--- src/rtl/hdlc_rxaf_pkg.sv ---
package hdlc_rxaf_pkg;
    localparam int BYTE_W = 8;

    localparam logic [1:0] MD_AUTO  = 2'b00;
    localparam logic [1:0] MD_NAUTO = 2'b01;
    localparam logic [1:0] MD_TRANS = 2'b10;
    localparam logic [1:0] MD_EXT   = 2'b11;

    typedef enum logic [1:0] {
        PH_IDLE,
        PH_HUNT,
        PH_PASS,
        PH_DROP
    } phase_e;

    typedef struct packed {
        phase_e              ph;
        logic [1:0]          idx;
        logic [1:0]          hi_sel;
        logic                lo_sel;
        logic                cr;
        logic                auto_f;
        logic                wr;
        logic [BYTE_W-1:0]   wdat;
        logic [BYTE_W-1:0]   lo_addr;
        logic [BYTE_W-1:0]   ctrl;
        logic [BYTE_W-1:0]   stat;
    } filt_state_t;
endpackage

--- src/rtl/hdlc_hi_match.sv ---
module hdlc_hi_match #(
    parameter int            W      = 8,
    parameter logic [W-1:0]  FIX_A  = 8'hFE,
    parameter logic [W-1:0]  FIX_B  = 8'hFC,
    parameter int            CR_BIT = 1
) (
    input  logic [W-1:0] byte_i,
    input  logic [W-1:0] ref1_i,
    input  logic [W-1:0] ref2_i,
    input  logic         cri_i,
    output logic         hit_o,
    output logic [1:0]   sel_o
);
    localparam int NCAND = 4;

    logic [W-1:0] cand [NCAND];
    logic [W-1:0] mask;
    logic [NCAND-1:0] eq;

    assign cand[0] = ref1_i;
    assign cand[1] = ref2_i;
    assign cand[2] = FIX_A;
    assign cand[3] = FIX_B;

    always_comb begin
        mask = '1;
        if (cri_i) mask[CR_BIT] = 1'b0;
    end

    for (genvar k = 0; k < NCAND; k++) begin : g_cmp
        assign eq[k] = ((byte_i ^ cand[k]) & mask) == '0;
    end

    always_comb begin
        sel_o = 2'd0;
        for (int k = NCAND - 1; k >= 0; k--) begin
            if (eq[k]) sel_o = 2'(k);
        end
    end

    assign hit_o = |eq;
endmodule

--- src/rtl/hdlc_lo_match.sv ---
module hdlc_lo_match #(
    parameter int W = 8
) (
    input  logic [W-1:0] byte_i,
    input  logic [W-1:0] ref1_i,
    input  logic [W-1:0] ref2_i,
    output logic         hit_o,
    output logic         sel_o
);
    logic eq1, eq2;

    assign eq1   = (byte_i == ref1_i);
    assign eq2   = (byte_i == ref2_i);
    assign hit_o = eq1 | eq2;
    assign sel_o = ~eq1 & eq2;
endmodule

--- src/rtl/hdlc_rx_addr_filter.sv ---
module hdlc_rx_addr_filter
    import hdlc_rxaf_pkg::*;
#(
    parameter logic [BYTE_W-1:0] GROUP_A = 8'hFE,
    parameter logic [BYTE_W-1:0] GROUP_B = 8'hFC,
    parameter int                CR_BIT  = 1
) (
    input  logic              clk,
    input  logic              rst_n,
    input  logic [BYTE_W-1:0] rx_byte,
    input  logic              rx_valid,
    input  logic              rx_sof,
    input  logic              rx_eof,
    input  logic [1:0]        mode,
    input  logic              adm,
    input  logic              cr_ignore,
    input  logic [BYTE_W-1:0] ref_hi1,
    input  logic [BYTE_W-1:0] ref_hi2,
    input  logic [BYTE_W-1:0] ref_lo1,
    input  logic [BYTE_W-1:0] ref_lo2,
    output logic              fifo_wr,
    output logic [BYTE_W-1:0] fifo_data,
    output logic [BYTE_W-1:0] lo_addr_q,
    output logic [BYTE_W-1:0] ctrl_q,
    output logic [BYTE_W-1:0] status_q
);
    localparam logic [1:0] IDX_MAX = 2'd3;

    filt_state_t q, d;

    logic       hi_hit, lo_hit, lo_sel_w;
    logic [1:0] hi_sel_w;
    logic [1:0] idx_c;
    phase_e     ph_c;
    logic [BYTE_W-1:0] stat_now;

    hdlc_hi_match #(.W(BYTE_W), .FIX_A(GROUP_A), .FIX_B(GROUP_B), .CR_BIT(CR_BIT)) u_hi (
        .byte_i (rx_byte),
        .ref1_i (ref_hi1),
        .ref2_i (ref_hi2),
        .cri_i  (cr_ignore),
        .hit_o  (hi_hit),
        .sel_o  (hi_sel_w)
    );

    hdlc_lo_match #(.W(BYTE_W)) u_lo (
        .byte_i (rx_byte),
        .ref1_i (ref_lo1),
        .ref2_i (ref_lo2),
        .hit_o  (lo_hit),
        .sel_o  (lo_sel_w)
    );

    assign stat_now = {q.hi_sel, q.lo_sel, q.cr, q.auto_f, 3'b000};

    always_comb begin
        d      = q;
        d.wr   = 1'b0;
        d.wdat = '0;
        idx_c  = rx_sof ? 2'd0 : q.idx;
        ph_c   = rx_sof ? PH_HUNT : q.ph;
        if (rx_eof) begin
            // Frame end: only a kept frame produces a status byte
            if (q.ph == PH_PASS && mode != MD_EXT) begin
                d.wr   = 1'b1;
                d.wdat = stat_now;
                d.stat = stat_now;
            end
            d.ph = PH_IDLE;
        end else if (rx_valid && (rx_sof || q.ph == PH_HUNT || q.ph == PH_PASS)) begin
            if (rx_sof) begin
                d.hi_sel = '0;
                d.lo_sel = 1'b0;
                d.cr     = 1'b0;
                d.auto_f = 1'b0;
            end
            d.idx = (idx_c == IDX_MAX) ? IDX_MAX : idx_c + 2'd1;
            d.ph  = ph_c;
            if (mode == MD_EXT) begin
                d.ph   = PH_PASS;
                d.wr   = 1'b1;
                d.wdat = rx_byte;
            end else if (mode == MD_TRANS && !adm) begin
                d.ph   = PH_PASS;
                d.wr   = 1'b1;
                d.wdat = rx_byte;
                if (idx_c == 2'd0) d.lo_addr = rx_byte;
                if (idx_c == 2'd1) d.ctrl    = rx_byte;
            end else if (mode == MD_TRANS) begin
                if (idx_c == 2'd0) begin
                    d.ph     = hi_hit ? PH_PASS : PH_DROP;
                    d.hi_sel = hi_sel_w;
                    d.cr     = rx_byte[CR_BIT];
                end else if (ph_c == PH_PASS) begin
                    d.wr   = 1'b1;
                    d.wdat = rx_byte;
                    if (idx_c == 2'd1) d.lo_addr = rx_byte;
                    if (idx_c == 2'd2) d.ctrl    = rx_byte;
                end
            end else if (adm) begin
                // Two-byte address recognition
                if (idx_c == 2'd0) begin
                    d.ph     = hi_hit ? PH_HUNT : PH_DROP;
                    d.hi_sel = hi_sel_w;
                    d.cr     = rx_byte[CR_BIT];
                end else if (ph_c == PH_HUNT) begin
                    d.ph = lo_hit ? PH_PASS : PH_DROP;
                    if (lo_hit) begin
                        d.lo_sel  = lo_sel_w;
                        d.lo_addr = rx_byte;
                        d.auto_f  = (mode == MD_AUTO) && (q.hi_sel == 2'd0) && !lo_sel_w;
                    end
                end else if (ph_c == PH_PASS) begin
                    d.wr   = 1'b1;
                    d.wdat = rx_byte;
                    if (idx_c == 2'd2) d.ctrl = rx_byte;
                end
            end else begin
                // One-byte address recognition
                if (idx_c == 2'd0) begin
                    d.ph = lo_hit ? PH_PASS : PH_DROP;
                    if (lo_hit) begin
                        d.lo_sel  = lo_sel_w;
                        d.cr      = lo_sel_w;
                        d.lo_addr = rx_byte;
                        d.auto_f  = (mode == MD_AUTO);
                    end
                end else if (ph_c == PH_PASS) begin
                    d.wr   = 1'b1;
                    d.wdat = rx_byte;
                    if (idx_c == 2'd1) d.ctrl = rx_byte;
                end
            end
        end
    end

    always_ff @(posedge clk) begin
        if (!rst_n) begin
            q <= '{ph: PH_IDLE, default: '0};
        end else begin
            q <= d;
        end
    end

    assign fifo_wr   = q.wr;
    assign fifo_data = q.wdat;
    assign lo_addr_q = q.lo_addr;
    assign ctrl_q    = q.ctrl;
    assign status_q  = q.stat;
endmodule

--- config.mk ---
export PLATFORM = sky130hd
export DESIGN_NAME = hdlc_rx_addr_filter
export DESIGN_NICKNAME = d
export VERILOG_FILES = /design/src/rtl/hdlc_rxaf_pkg.sv /design/src/rtl/hdlc_hi_match.sv /design/src/rtl/hdlc_lo_match.sv /design/src/rtl/hdlc_rx_addr_filter.sv
export SDC_FILE = /design/constraint.sdc
export NUM_CORES = 1
export LEC_CHECK = 0
export ABC_AREA = 1
export BUFFER_PORTS_ARGS = -buffer_cell sky130_fd_sc_hd__buf_2
export CORE_MARGIN = 5
export CORE_UTILIZATION = 45
export DETAILED_ROUTE_END_ITERATION = 12
export PLACE_DENSITY = 0.72
export SETUP_SLACK_MARGIN = 0.05
export SLEW_MARGIN = 25
export SYNTH_ARGS = -nofsm -noshare
export SYNTH_HDL_FRONTEND = slang
export SYNTH_HIERARCHICAL = 1
export SYNTH_SLANG_ARGS = --single-unit
--- constraint.sdc ---
create_clock -name clk -period 1.5 [get_ports clk]
set_input_delay 0.225 -clock clk [delete_from_list [all_inputs] [get_ports clk]]
set_output_delay 0.225 -clock clk [all_outputs]
set_load 0.1 [all_outputs]
Word-level counts from Yosys, hierarchy flattened
Cells that the tools add are included.

word-level totals
  bits in registers = 39
  output and inout port bits = 33
  word-level logic and storage cells = 134

operators by class
  add/subtract/negate cells = 1
  eq/ne operators = 19
  muxes and demuxes = 63
  bitwise gates (word level) = 14
  reductions and logical operators = 26

operators by type and width
  operator                                             count
  2-to-1 mux 25 bit                                    5
  2-to-1 mux 8 bit                                     11
  2-to-1 mux 9 bit                                     6
  2-to-1 mux 2 bit                                     19
  bitwise AND 8 bit                                    4
  logical NOT 8 bit                                    4
  2-to-1 mux 28 bit                                    1
  2-to-1 mux 26 bit                                    1
  2-to-1 mux 5 bit                                     5
  equality test 8 bit                                  2
  2-to-1 mux 16 bit                                    1
  XOR 8 bit                                            2
  equality test 2 bit, second input constant           6
  2-to-1 mux 1 bit                                     12
  nonzero test 3 bit                                   4
  AND reduction 10 bit                                 1
  AND reduction 8 bit                                  1
  NOT 7 bit                                            1
  equality test 2 x 1 -> 1 bit, second input constant  3
  logical NOT 2 bit                                    3
  2-to-1 mux 3 bit                                     2
  != test 3 x 1 -> 1 bit, second input constant        2
  != test 3 bit, second input constant                 2
  NOT 6 bit                                            1
  13 further kinds                                     24

Longest topological paths before layout
  depth in word-level cells = 15
  mapped depth = 17
  gate-level depth less buffers = 16

By module
The synthesis kept the hierarchy.

modules (own cells, without submodules)
  module               instances  cells an instance  area each (µm²)  sequential area each (µm²)
  hdlc_rx_addr_filter  1          424                2677.6           780.7
  hdlc_hi_match        1          74                 364.1            0.0
  hdlc_lo_match        1          81                 349.1            0.0

Least setup slack after synthesis
OpenSTA, ideal clock, no wires.

  path kind = input -> register
  from = input port rx_byte[6]
  to = register q, in the netlist lo_addr_q[3]
  setup time = 113 ps
  arrival time = 1493 ps
  path slack = -106 ps
  stages on the path = 14
  buffers on the path = 2
  path through = inv_1 nand2_1 nand2_1 nor2_2 and2_1 nand2_1 nand2_1 clkbuf_1 clkbuf_1 o21ai_0 nand2_1 nand3_1 nor2_1 nor2_1

between the ends
  cells in the longest elaborated chain, start to end = 8
  elaborated cells on any way between the ends = 10

RTL lines
  what                                           line                                      RTL
  start: declaration                             hdlc_rx_addr_filter.sv:10                 input logic [BYTE_W-1:0] rx_byte,
  equality test 8 bit, on equally long branches  hdlc_lo_match.sv:12, hdlc_lo_match.sv:13
  bitwise OR 1 bit (*)                           hdlc_lo_match.sv:14                       assign hit_o = eq1 | eq2;
  net lo_hit                                     hdlc_rx_addr_filter.sv:31                 logic hi_hit, lo_hit, lo_sel_w;
  2-to-1 mux 8 bit (*)                           -
  2-to-1 mux 8 bit                               -
  2-to-1 mux 26 bit                              -
  2-to-1 mux 28 bit (*)                          -
  2-to-1 mux 25 bit (*) (2 in series)            -
  end signal: assignment                         hdlc_rx_addr_filter.sv:139                q <= '{ph: PH_IDLE, default: '0};
  end signal: assignment                         hdlc_rx_addr_filter.sv:141                q <= d;
  end: declaration                               hdlc_rx_addr_filter.sv:29                 filt_state_t q, d;

Mark *: on every way through the listed nets, which the timed path passes. The rest lies on a longest branch. The select of a mux whose other input is x is not followed.
A chain may end at the register's enable or synchronous reset.

Worst setup path in the final report
  from = register q[41] (netlist bit)
  to = register q[33] (netlist bit)

between the ends
  cells in the longest elaborated chain, start to end = 8
  elaborated cells on any way between the ends = 14

RTL lines
  what                          line                        RTL
  2-to-1 mux 2 bit              hdlc_rx_addr_filter.sv:61   ph_c = rx_sof ? PH_HUNT : q.ph;
  equality test 2 x 1 -> 1 bit  hdlc_rx_addr_filter.sv:106  end else if (ph_c == PH_HUNT) begin
  2-to-1 mux 1 bit              hdlc_rx_addr_filter.sv:106
  2-to-1 mux 26 bit             hdlc_rx_addr_filter.sv:102  if (idx_c == 2'd0) begin
  2-to-1 mux 28 bit             hdlc_rx_addr_filter.sv:100  end else if (adm) begin
  2-to-1 mux 1 bit              hdlc_rx_addr_filter.sv:89   end else if (mode == MD_TRANS) begin
  2-to-1 mux 5 bit              hdlc_rx_addr_filter.sv:83   end else if (mode == MD_TRANS && !adm) begin
  2-to-1 mux 5 bit              hdlc_rx_addr_filter.sv:79   if (mode == MD_EXT) begin

Several ways; a longest one is shown, not always the timed one. The select of a mux whose other input is x is not followed.

==> flow_metrics.tcl <==
set metrics [dict create \
    status "complete, no violations" \
    pin_count 82 \
    rsz0062_at_grt "true" \
    finalCriticalPeriod_ps 1489 \
    synth_seq_cells 39 \
    drc_errors 0 \
    synth_area_mm2 0.003391 \
    worst-setup-path-type "register to register" \
    dr.first_iter.drc_count 227 \
    worst_hold_path_type "input pin to register" \
    port_buffers 78 \
    clk_pin_slew_ps 80 \
    grt-busiest-layer "met2" \
    timing.critical_path.buf_inv 3 \
    start_kind "register" \
    use_met2 0.3317 \
    finalCritPeriodShare 0.9927 \
    yosysTopAreaCellShare 0.2303 \
    finalSetupViolCount 0 \
    row_count 31 \
    place_hpwl_um 7624 \
    worst-endpoint-required_ps 1690 \
    num_vias 3772 \
    gp_congestion 0.9128 \
    cts_tree "done" \
    grt_pass1_wl_um 15440 \
    avgSynthCellArea_um2 5.856 \
    syn2layout_area_growth_pct 29.04 \
    report.power.total_w 0.002891 \
    dieArea_mm2 0.009371 \
    cap_violations 0 \
    root_buffer "clkbuf_8" \
    vdd_drop_max_v 0.0004111 \
    cts_inserted_buffers 5 \
    cts_buffer_depth 2 \
    crit_top_cell "nand2_4" \
    synth_edf_count 0 \
    ant_nets 0 \
    grt_usage 0.1941 \
    final_area_mm2 0.004375 \
    synthFlopType "dfxtp_1" \
    cts.sinks 39 \
    antenna_found_initial 0 \
    final_util 0.6000 \
    fill_cells 738 \
    final_cell_count_no_fill 791 \
    first_pass_iters 5 \
    avgViaCountPerCell 4.769 \
    worstSetupEndpointType "register" \
    final-seq-area_um2 793.3 \
    cp_top_family "buffers and inverters" \
    path_max_fanout 7 \
    grt_overflow_total 0 \
    nNetsFinal 740 \
    cp_slowest_cell "dfxtp_4" \
    leakage_nw 2.433 \
    holdBufCountCts 0 \
    grt_use_met1 0.2449 \
    p_per_area_mw_per_mm2 660.8 \
    dpl_cell_area_mm2 0.004030 \
    coreArea_mm2 0.007292 \
    skew_ps 6.386 \
    seq_area_frac_synth 0.2303 \
    slowest_delay_ps 360 \
    final_hold_viol_count 0 \
    yosys_warnings 6 \
    grt_pass1_vias 3446 \
    dp.cells 772 \
    timing.fmax_mhz 671.6 \
    synth.area.top_cells "dfxtp_1 (23%), nand2_1 (22%), inv_1 (7.6%), buf_4 (7.1%), nor2_1 (6.9%)" \
    clock_latency_ps 290 \
    grt_use_met3 0.03885 \
    async_flop_share 0 \
    multiInputGateArea_mm2 0.002122 \
    diodes 0 \
    synth_top_area_cell "dfxtp_1" \
    final_layout_size_suffix_gt1_frac 0.3280 \
    wirelength_um 9668 \
    wl_per_cell_um 12.22 \
    die_h_um 96.81 \
    synth_cell_types 36 \
    slew_violations 0 \
    start_util 0.4650 \
    die_x_um 96.81 \
    crit_chain "buf_6 -> nand2_4 -> nand2_4 -> nand2_4 -> nand3b_4 -> buf_4 -> buf_4 -> a31oi_1 -> a21oi_1" \
    htreeDepth 2 \
    synthCells 579 \
    arrival_ps 1680 \
    grt_max_degree 22 \
]
-- worst paths after layout --
check	from	endpoint	slack (ps)	depth (start not counted)
worst max-delay path	q[41]	q[33]	10	9
worst min-delay path	rx_eof	q[40]	230	4
worst max register to register	q[41]	q[33]	10	9
worst min register to register	status_q[3]	status_q[3]	460	2
-- worst register-to-register path, delay by kind of cell, from the launching register on --
family / cells / cell delay, ps
buffers and inverters: 3 / 440
flip-flops: 1 / 360
AND/OR/NAND/NOR: 4 / 360
AO/OA/AOI/OAI: 2 / 220
-- through the flow --
step           hold WS (ps)  setup TNS (ps)  setup slack [ps]
2_1_floorplan         363.4               0             67.76
3_3_place_gp          451.3           -1944            -170.0
3_5_place_dp          457.5           -3535            -282.2
4_1_cts               219.6               0             37.19
5_1_grt               244.7          -854.0            -67.66
6_report              229.9               0             11.02
-- layout make-up --
type / instances / share of cell area
Clock buffer: 6 / 0.01887
Tap cell: 99 / 0.02831
Clock inverter: 2 / 0.008007
Inverter: 80 / 0.06863
Timing Repair Buffer: 146 / 0.2099
Multi-Input combinational cell: 419 / 0.4850
Sequential cell: 39 / 0.1813
-- kinds of logic (layout without fill, tap and decap cells) --
group | after synthesis | in the layout | share of synthesized area
AO/OA/AOI/OAI | 81 | 81 | 0.1354
XOR/XNOR | 13 | 13 | 0.03358
flip-flops | 39 | 39 | 0.2303
other | 1 | 3 | 0.001106
buffers and inverters | 124 | 234 | 0.1823
AND/OR/NAND/NOR | 321 | 322 | 0.4173
-- synth_stat cells, types with 8 or more instances --
cell and number:
a21oi_1 28, nor2_1 62, nand2_1 199, xnor2_1 11
buf_4 32, nand3_1 19, inv_2 9, nor2_2 11
inv_1 69, dfxtp_1 39, o21ai_0 35, o22ai_1 8
-- flip-flops by register name, summed over array words and instances, names as in the netlist --
name       cells
fifo_wr        1
status_q       5
ctrl_q         8
q              9
fifo_data      8
lo_addr_q      8
-- per-layer routing --
metal  vias to the layer above  part of all wire
met2                       127              0.47
li1                       1972                 -
met4                         0             0.021
met1                      1661              0.44
met5                         -                 0
met3                        12             0.077
-- cells in the final DEF, fill, tap and decap left out, drive strengths merged --
master	instances
nand2	212
buf	145
inv	78
nor2	78
dfxtp	39
o21ai	37
a21oi	31
nand3	20
xnor2	11
o22ai	8
clkbuf	7
nand4	4
nor3	4
conb	3
nand3b	3
clkinv	3
a31oi	2
o211ai	2
xor2	2
o21a	1
bufinv	1
and2	1
-- power by group --
| group | switching [W] | internal, W |
|---|---|---|
| combinational | 0.000563 | 0.000330 |
| sequential | 0.0000205 | 0.00106 |
| clock | 0.000381 | 0.000538 |
| total | 0.000965 | 0.00193 |
-- repair_timing --
| item | CTS | global route |
|---|---|---|
| setup endpoints to repair | 19 | 33 |
| endpoints found under the hold margin | 0 | 0 |
| cloned | 0 | 1 |
| setup buffers | 2 | 8 |
| resized for setup | 6 | 40 |
| pin swaps | 1 | 10 |
Power figures use the tool's default switching activity.
